File: src/rtl/hbs_pkg.sv
package hbs_pkg;
  typedef enum logic [1:0] {
    MODE_SEP   = 2'b00,
    MODE_SHR   = 2'b01,
    MODE_IDLE0 = 2'b10,
    MODE_IDLE1 = 2'b11
  } mode_t;

  typedef enum logic [1:0] {
    ST_IDLE = 2'b00,
    ST_WAIT = 2'b01,
    ST_ACK  = 2'b10,
    ST_HOLD = 2'b11
  } bus_st_t;
endpackage

File: src/rtl/hbs_sync.sv
module hbs_sync #(
  parameter int WIDTH = 3
) (
  input  logic             clk,
  input  logic             rst_n,
  input  logic [WIDTH-1:0] din,
  output logic [WIDTH-1:0] dout
);
  logic [WIDTH-1:0] meta_q, sync_q;

  always_ff @(posedge clk or negedge rst_n) begin
    if (!rst_n) begin
      meta_q <= '1;
      sync_q <= '1;
    end else begin
      meta_q <= din;
      sync_q <= meta_q;
    end
  end

  assign dout = sync_q;
endmodule

File: src/rtl/hbs_regfile.sv
module hbs_regfile #(
  parameter int ADDR_W = 10,
  parameter int DATA_W = 16,
  parameter int NREGS  = 16
) (
  input  logic                   clk,
  input  logic                   rst_n,
  input  logic                   we,
  input  logic [DATA_W/8-1:0]    lane_en,
  input  logic [ADDR_W-1:0]      waddr,
  input  logic [DATA_W-1:0]      wdata,
  input  logic [ADDR_W-1:0]      raddr,
  output logic [DATA_W-1:0]      rdata
);
  localparam int LANES = DATA_W / 8;
  localparam int IDX_W = (NREGS > 1) ? $clog2(NREGS) : 1;
  localparam logic [ADDR_W-1:0] LIMIT = ADDR_W'(NREGS);

  logic [DATA_W-1:0] words [NREGS];
  logic              w_in_range, r_in_range;

  // addresses at or above NREGS never reach a register
  assign w_in_range = (waddr < LIMIT);
  assign r_in_range = (raddr < LIMIT);

  for (genvar r = 0; r < NREGS; r++) begin : g_reg
    logic [DATA_W-1:0] word_q;
    logic              hit;
    assign hit = we && w_in_range && (waddr[IDX_W-1:0] == IDX_W'(r));

    always_ff @(posedge clk or negedge rst_n) begin
      if (!rst_n) begin
        word_q <= '0;
      end else if (hit) begin
        for (int l = 0; l < LANES; l++) begin
          if (lane_en[l]) word_q[l*8 +: 8] <= wdata[l*8 +: 8];
        end
      end
    end

    assign words[r] = word_q;
  end

  assign rdata = r_in_range ? words[raddr[IDX_W-1:0]] : '0;
endmodule

File: src/rtl/hbs_ctrl.sv
module hbs_ctrl
  import hbs_pkg::*;
#(
  parameter int DATA_W  = 16,
  parameter int ACK_DLY = 2,
  parameter int HOLD    = 2
) (
  input  logic              clk,
  input  logic              rst_n,
  input  logic [1:0]        mode_strap,
  input  logic              cs_s_n,
  input  logic              s0_s_n,
  input  logic              s1_s_n,
  input  logic [DATA_W-1:0] rdata,
  output logic              we,
  output logic              ack_q,
  output logic              oe_q,
  output logic [DATA_W-1:0] dout_q
);
  localparam int MAXC  = (ACK_DLY > HOLD) ? ACK_DLY : HOLD;
  localparam int CNT_W = $clog2(MAXC + 1);
  localparam logic [CNT_W-1:0] RD_LIM   = CNT_W'(ACK_DLY - 1);
  localparam logic [CNT_W-1:0] HOLD_LIM = CNT_W'(HOLD - 1);

  mode_t            mode_q;
  logic             armed_q;
  bus_st_t          st_q;
  logic [CNT_W-1:0] cnt_q;
  logic             kind_rd_q;

  // strap capture: once per reset
  always_ff @(posedge clk or negedge rst_n) begin
    if (!rst_n) begin
      mode_q  <= MODE_IDLE1;
      armed_q <= 1'b0;
    end else if (!armed_q) begin
      mode_q  <= mode_t'(mode_strap);
      armed_q <= 1'b1;
    end
  end

  logic sep, shr, par, rd_req, wr_req, busy;
  logic [CNT_W-1:0] lim;

  always_comb begin
    sep    = armed_q && (mode_q == MODE_SEP);
    shr    = armed_q && (mode_q == MODE_SHR);
    par    = sep || shr;
    rd_req = !cs_s_n && ((sep && !s0_s_n) || (shr && !s0_s_n && s1_s_n));
    wr_req = !cs_s_n && ((sep && s0_s_n && !s1_s_n) || (shr && !s0_s_n && !s1_s_n));
    busy   = !cs_s_n && ((sep && (!s0_s_n || !s1_s_n)) || (shr && !s0_s_n));
    lim    = kind_rd_q ? RD_LIM : '0;
    we     = (st_q == ST_IDLE) && wr_req && !rd_req;
  end

  always_ff @(posedge clk or negedge rst_n) begin
    if (!rst_n) begin
      st_q      <= ST_IDLE;
      cnt_q     <= '0;
      kind_rd_q <= 1'b0;
      ack_q     <= 1'b0;
      oe_q      <= 1'b0;
      dout_q    <= '0;
    end else begin
      unique case (st_q)
        ST_IDLE: begin
          if (rd_req) begin
            st_q      <= ST_WAIT;
            kind_rd_q <= 1'b1;
            oe_q      <= 1'b1;
            dout_q    <= rdata;
            cnt_q     <= '0;
          end else if (wr_req) begin
            st_q      <= ST_WAIT;
            kind_rd_q <= 1'b0;
            cnt_q     <= '0;
          end
        end
        ST_WAIT: begin
          if (!busy) begin
            st_q <= ST_IDLE;
            oe_q <= 1'b0;
          end else if (cnt_q == lim) begin
            ack_q <= 1'b1;
            st_q  <= ST_ACK;
          end else begin
            cnt_q <= cnt_q + 1'b1;
          end
        end
        ST_ACK: begin
          if (!busy) begin
            st_q  <= ST_HOLD;
            cnt_q <= '0;
          end
        end
        ST_HOLD: begin
          if (cnt_q == HOLD_LIM) begin
            ack_q <= 1'b0;
            oe_q  <= 1'b0;
            st_q  <= ST_IDLE;
          end else begin
            cnt_q <= cnt_q + 1'b1;
          end
        end
        default: st_q <= ST_IDLE;
      endcase
    end
  end


  idle_strap_chk: assert property (@(posedge clk) disable iff (!rst_n)
    !par |-> (!ack_q && !oe_q));


  strap_stable_chk: assert property (@(posedge clk) disable iff (!rst_n)
    (armed_q && $past(armed_q)) |-> $stable(mode_q));


  single_write_chk: assert property (@(posedge clk) disable iff (!rst_n)
    we |=> !we);


  data_before_ack_chk: assert property (@(posedge clk) disable iff (!rst_n)
    ($rose(ack_q) && kind_rd_q) |-> $past(oe_q));


  release_from_hold_chk: assert property (@(posedge clk) disable iff (!rst_n)
    $fell(ack_q) |-> ($past(st_q) == ST_HOLD));


  oe_with_ack_chk: assert property (@(posedge clk) disable iff (!rst_n)
    ($fell(ack_q) && kind_rd_q) |-> $fell(oe_q));
endmodule

File: src/rtl/hostbus_slave.sv
module hostbus_slave #(
  parameter int ADDR_W  = 10,
  parameter int DATA_W  = 16,
  parameter int NREGS   = 16,
  parameter int ACK_DLY = 2,
  parameter int HOLD    = 2
) (
  input  logic              clk,
  input  logic              rst_n,
  input  logic [1:0]        mode_strap,
  input  logic              cs_n,
  input  logic [ADDR_W-1:0] addr,
  input  logic              strobe0_n,
  input  logic              strobe1_n,
  input  logic              bhe_n,
  input  logic              ble_n,
  input  logic [DATA_W-1:0] d_in,
  output logic [DATA_W-1:0] d_out,
  output logic              d_oe,
  output logic              ack_n,
  output logic              ack_oe
);
  localparam int LANES = DATA_W / 8;

  logic [2:0]        sync_out;
  logic              we, ack_q, oe_q;
  logic [DATA_W-1:0] rdata, dout_q;
  logic [LANES-1:0]  lane_en;

  hbs_sync #(.WIDTH(3)) u_sync (
    .clk  (clk),
    .rst_n(rst_n),
    .din  ({cs_n, strobe0_n, strobe1_n}),
    .dout (sync_out)
  );

  // upper half of the lanes follows bhe_n, lower half ble_n
  for (genvar l = 0; l < LANES; l++) begin : g_lane
    if (l >= LANES / 2) begin : g_hi
      assign lane_en[l] = ~bhe_n;
    end else begin : g_lo
      assign lane_en[l] = ~ble_n;
    end
  end

  hbs_regfile #(.ADDR_W(ADDR_W), .DATA_W(DATA_W), .NREGS(NREGS)) u_regs (
    .clk    (clk),
    .rst_n  (rst_n),
    .we     (we),
    .lane_en(lane_en),
    .waddr  (addr),
    .wdata  (d_in),
    .raddr  (addr),
    .rdata  (rdata)
  );

  hbs_ctrl #(.DATA_W(DATA_W), .ACK_DLY(ACK_DLY), .HOLD(HOLD)) u_ctrl (
    .clk       (clk),
    .rst_n     (rst_n),
    .mode_strap(mode_strap),
    .cs_s_n    (sync_out[2]),
    .s0_s_n    (sync_out[1]),
    .s1_s_n    (sync_out[0]),
    .rdata     (rdata),
    .we        (we),
    .ack_q     (ack_q),
    .oe_q      (oe_q),
    .dout_q    (dout_q)
  );

  // open-drain style acknowledge, gated by the raw chip select
  assign ack_oe = ack_q & ~cs_n;
  assign ack_n  = ~ack_oe;
  assign d_oe   = oe_q & ~cs_n;
  assign d_out  = dout_q;


  ack_level_chk: assert property (@(posedge clk) disable iff (!rst_n)
    ack_oe |-> (!ack_n && !cs_n));
endmodule

File: config.mk
export PLATFORM = sky130hd
export DESIGN_NAME = hostbus_slave
export DESIGN_NICKNAME = d
export VERILOG_FILES = /design/src/rtl/hbs_pkg.sv /design/src/rtl/hbs_sync.sv /design/src/rtl/hbs_regfile.sv /design/src/rtl/hbs_ctrl.sv /design/src/rtl/hostbus_slave.sv
export SDC_FILE = /design/constraint.sdc
export NUM_CORES = 1
export LEC_CHECK = 0
export ABC_AREA = 1
export BUFFER_PORTS_ARGS = -buffer_cell sky130_fd_sc_hd__buf_2
export CAP_MARGIN = 5
export CORE_AREA = 2 2 176 178
export DETAILED_ROUTE_END_ITERATION = 12
export DIE_AREA = 0 0 178 180
export PLACE_DENSITY = 0.66
export SLEW_MARGIN = 15
export SYNTH_ARGS = -nofsm -noshare
export SYNTH_HDL_FRONTEND = slang
export SYNTH_HIERARCHICAL = 1
export SYNTH_SLANG_ARGS = --single-unit
File: constraint.sdc
create_clock -name clk -period 4.9 [get_ports clk]
set_input_delay 0.98 -clock clk [delete_from_list [all_inputs] [get_ports clk]]
set_output_delay 0.98 -clock clk [all_outputs]
set_load 0.02 [all_outputs]
==> results.ini <==
[clocking]
clock_latency_ns = 0.57
count_of_instances_resized_after_the_clock_tree_is_built = 0
cts_made_buffers = 31
clock_tree.buffer_depth = 3
h_tree_lvl_count = 1
post_cts_hold_buffers = 0
tritoncts_clock_tree = yes
clock_tree_root_buffer_cell = sky130_fd_sc_hd__clkbuf_16
sinks_on_clock_net = 288
path_clk_slew_ns = 0.06
cts_setup_buffers = 0

[timing]
fin_tns_setup_ns = 0
min_cycle_time_layout_ns = 2.89
finClkSkew_ns = 0.0271
transition_at_the_pin_with_the_smallest_max_transition_slack_ns = 1.23
fin_hold_ws_ns = 0.355
timing.final.crit_share = 0.590
slew-limit-headroom = 0.180
setup_violators_final = 0
achievable-frequency_mhz = 346
final_count_of_hold_timing_violations = 0
fin_ws_ns = 2.01
rsz0062_at_grt = false
slew_limit_fails = 0

[worst_setup_path]
critical-path-max-stage-delay_ns = 0.65
critical-path-slowest-cell = sky130_fd_sc_hd__nor2_8
worstSetupPathType = flip-flop to flip-flop
crit_path_start_kind = flip-flop
path_delay_family = simple AND/OR/NAND/NOR gates
critical_path.n_buffers_inverters = 2
critPathRequiredTime_ns = 5.33
worstPathCellList = inv_1 -> ha_1 -> and3_1 -> nand2_2 -> nor2_8 -> buf_4 -> nand3_4 -> nand2_1 -> o21ai_1
critPathArrivalTime_ns = 3.32
setup.worst_path.end_class = flip-flop
cp_max_fo = 25

[job]
max_cap_viol_count = 0

[layout]
flow.area_growth_from_synthesis_pct = 8.91
fin_nets = 1905
antenna_cells = 0
most-common-layout-cells = 627 x sky130_fd_sc_hd__nand2_1, 280 x sky130_fd_sc_hd__dfrtp_1, 266 x sky130_fd_sc_hd__inv_1
layout.cell_area.non_filler_um2 = 16100
fraction_of_layout_cells_with_a_size_suffix_above_1 = 0.105
layout.core_utilization = 0.535
most_frequent_standard_cell_in_the_layout_excluding_fill_and_tap_cells = sky130_fd_sc_hd__nand2_1
fillerInstances = 2841

[global_route]
grt_max_degree = 109
initial_antenna_violation_count = 0
grt_pass1_wl_mm = 59.8
grt_pass1_vias = 11400
grt_overflow = 0
grt.total_usage = 0.232

[synthesis]
synth_seq_area_share = 0.487
synth_compound_area_frac = 0.0999
post_synth.cell_area_avg_um2 = 7.91
synthAdderAreaFrac = 0.00422
yosys-mux-area-fraction = 0.0144
synth-seq-cells = 288
yosys.area_share.simple = 0.276
number_of_warnings_issued_by_yosys = 6
synth_top_family_by_area = simple AND/OR/NAND/NOR gates
syn_nets = 1913
synth_cell_type_count = 31
netlist_instances = 1873
synth_xor_area_frac = 0
synth.cell_area_um2 = 14800

[die]
die_w_um = 178
floorplan.initialDensity = 0.491
top_level_ports = 54
fp.dieH_um = 180
fp.dieArea_um2 = 32000
fp.coreArea_um2 = 30200
core.rowCount = 64

[route]
firstDrtPassIters = 5
ant_nets = 0
top_layer_used = met4
route.final.wire_length_mm = 36.6
drt-initial-drc-count = 943
detail_routed_net_length_per_standard_cell_um = 16.0
drt_drc_violations_left = 0
via_per_inst = 5.20
post_route_m1_wl_mm = 15.9
met3RoutedLength_mm = 1.70
met2_length_mm = 18.0
route.vias.total = 11900

[placed_design]
io_buffer_count = 53
gpl.final_weighted_congestion = 0.829
placed_cell_area_um2 = 15000
place_hpwl_mm = 22.8
pre_cts_slack_ns = 1.50

[power]
p_per_area_nw_per_um2 = 347
irDropWorstVdd_mv = 0.346
leakage_nw = 7.65

[status]
status = complete, no violations

[worst_hold_path]
hp-class = flip-flop to flip-flop

[worst register-to-register path: cells and delay by family, from the launching register on]
family,cells,cell delay [ns]
flip-flops,1,0.44
AND/OR/NAND/NOR,5,1.47
adder cells (fa/ha/maj),1,0.26
buffers and inverters,2,0.51
AO/OA/AOI/OAI,1,0.07
[metrics by stage]
stage | instances | power (mW)
after CTS | 2286 | 5.66
after global placement | 2228 | 3.03
after detailed placement | 2228 | 3.05
final | 2286 | 5.60
after floorplan | 1873 | 2.85
after global routing | 2286 | 5.82
[where the power goes]
group	total, mW	internal (mW)	switching (mW)	leakage, nW
logic	0.553	0.153	0.400	3.10
registers	2.45	2.42	0.0290	3.98
clock network	2.60	1.65	0.956	0.567
total	5.60	4.22	1.39	7.65
[cell usage after synthesis (all sizes together)]
cell    number  area share
and3         1     0.00042
conb         1     0.00025
a21oi       17      0.0057
ha           5      0.0042
nor3         1     0.00068
o21ai      266       0.094
nand3      220        0.10
mux2        16       0.014
inv        268       0.068
o211ai       1     0.00051
nand2      629        0.16
dfrtp      280        0.47
buf         75       0.042
dfstp        8       0.014
clkbuf      33      0.0084
nor2        52       0.015
[flip-flops by register name (all words and copies together) (netlist names), named ones only]
signal and cells:
u_ctrl/ack_q 1, u_ctrl/armed_q 1, u_ctrl/cnt_q 2, u_ctrl/dout_q 16
u_ctrl/kind_rd_q 1, u_ctrl/mode_q 2, u_ctrl/oe_q 1, u_ctrl/st_q 1
u_regs/g.word_q 256, u_sync/dout 3, u_sync/meta_q 3
[final timing paths]
path                                            startpoint                                      to  slack, ns  cells past startpoint
worst max-delay path            u_ctrl/st_q[0]$_DFFE_PN0P_  u_regs/g_reg[13].word_q[6]$_DFFE_PN0P_       2.01                      9
worst min-delay path            u_sync/meta_q[0]$_DFF_PN1_                u_sync/dout[0]$_DFF_PN1_       0.36                      0
worst max register to register  u_ctrl/st_q[0]$_DFFE_PN0P_  u_regs/g_reg[13].word_q[6]$_DFFE_PN0P_       2.01                      9
worst min register to register  u_sync/meta_q[0]$_DFF_PN1_                u_sync/dout[0]$_DFF_PN1_       0.36                      0
max in group asynchronous                            rst_n   u_regs/g_reg[8].word_q[6]$_DFFE_PN0P_       3.28                      2
min in group asynchronous                            rst_n  u_regs/g_reg[4].word_q[10]$_DFFE_PN0P_       0.48                      1
[routing by layer]
layer | global-route usage | up-vias
met5 | 0 | -
li1 | - | 5827
met4 | 0.0698 | 0
met3 | 0.0250 | 63
met1 | 0.313 | 5676
met2 | 0.394 | 310
[final cells by class]
cell class                 count  area, um2  area share
multi-input combinational   1209       5860       0.363
timing repair buffer          67        408      0.0253
inverter                     268       1010      0.0625
clock buffer                  46        912      0.0565
tap                          396        495      0.0307
sequential                   288       7220       0.447
clock inverter                12        239      0.0148
[logic make-up (layout without fill, tap and decap cells)]
family,Yosys count,count (layout)
AOI/OAI and AO/OA,284,284
adders and majority gates,5,5
buffers and inverters,376,393
DFF,288,288
muxes,16,16
other,1,1
and+or+nand+nor,903,903
Power figures use the tool's default switching activity.
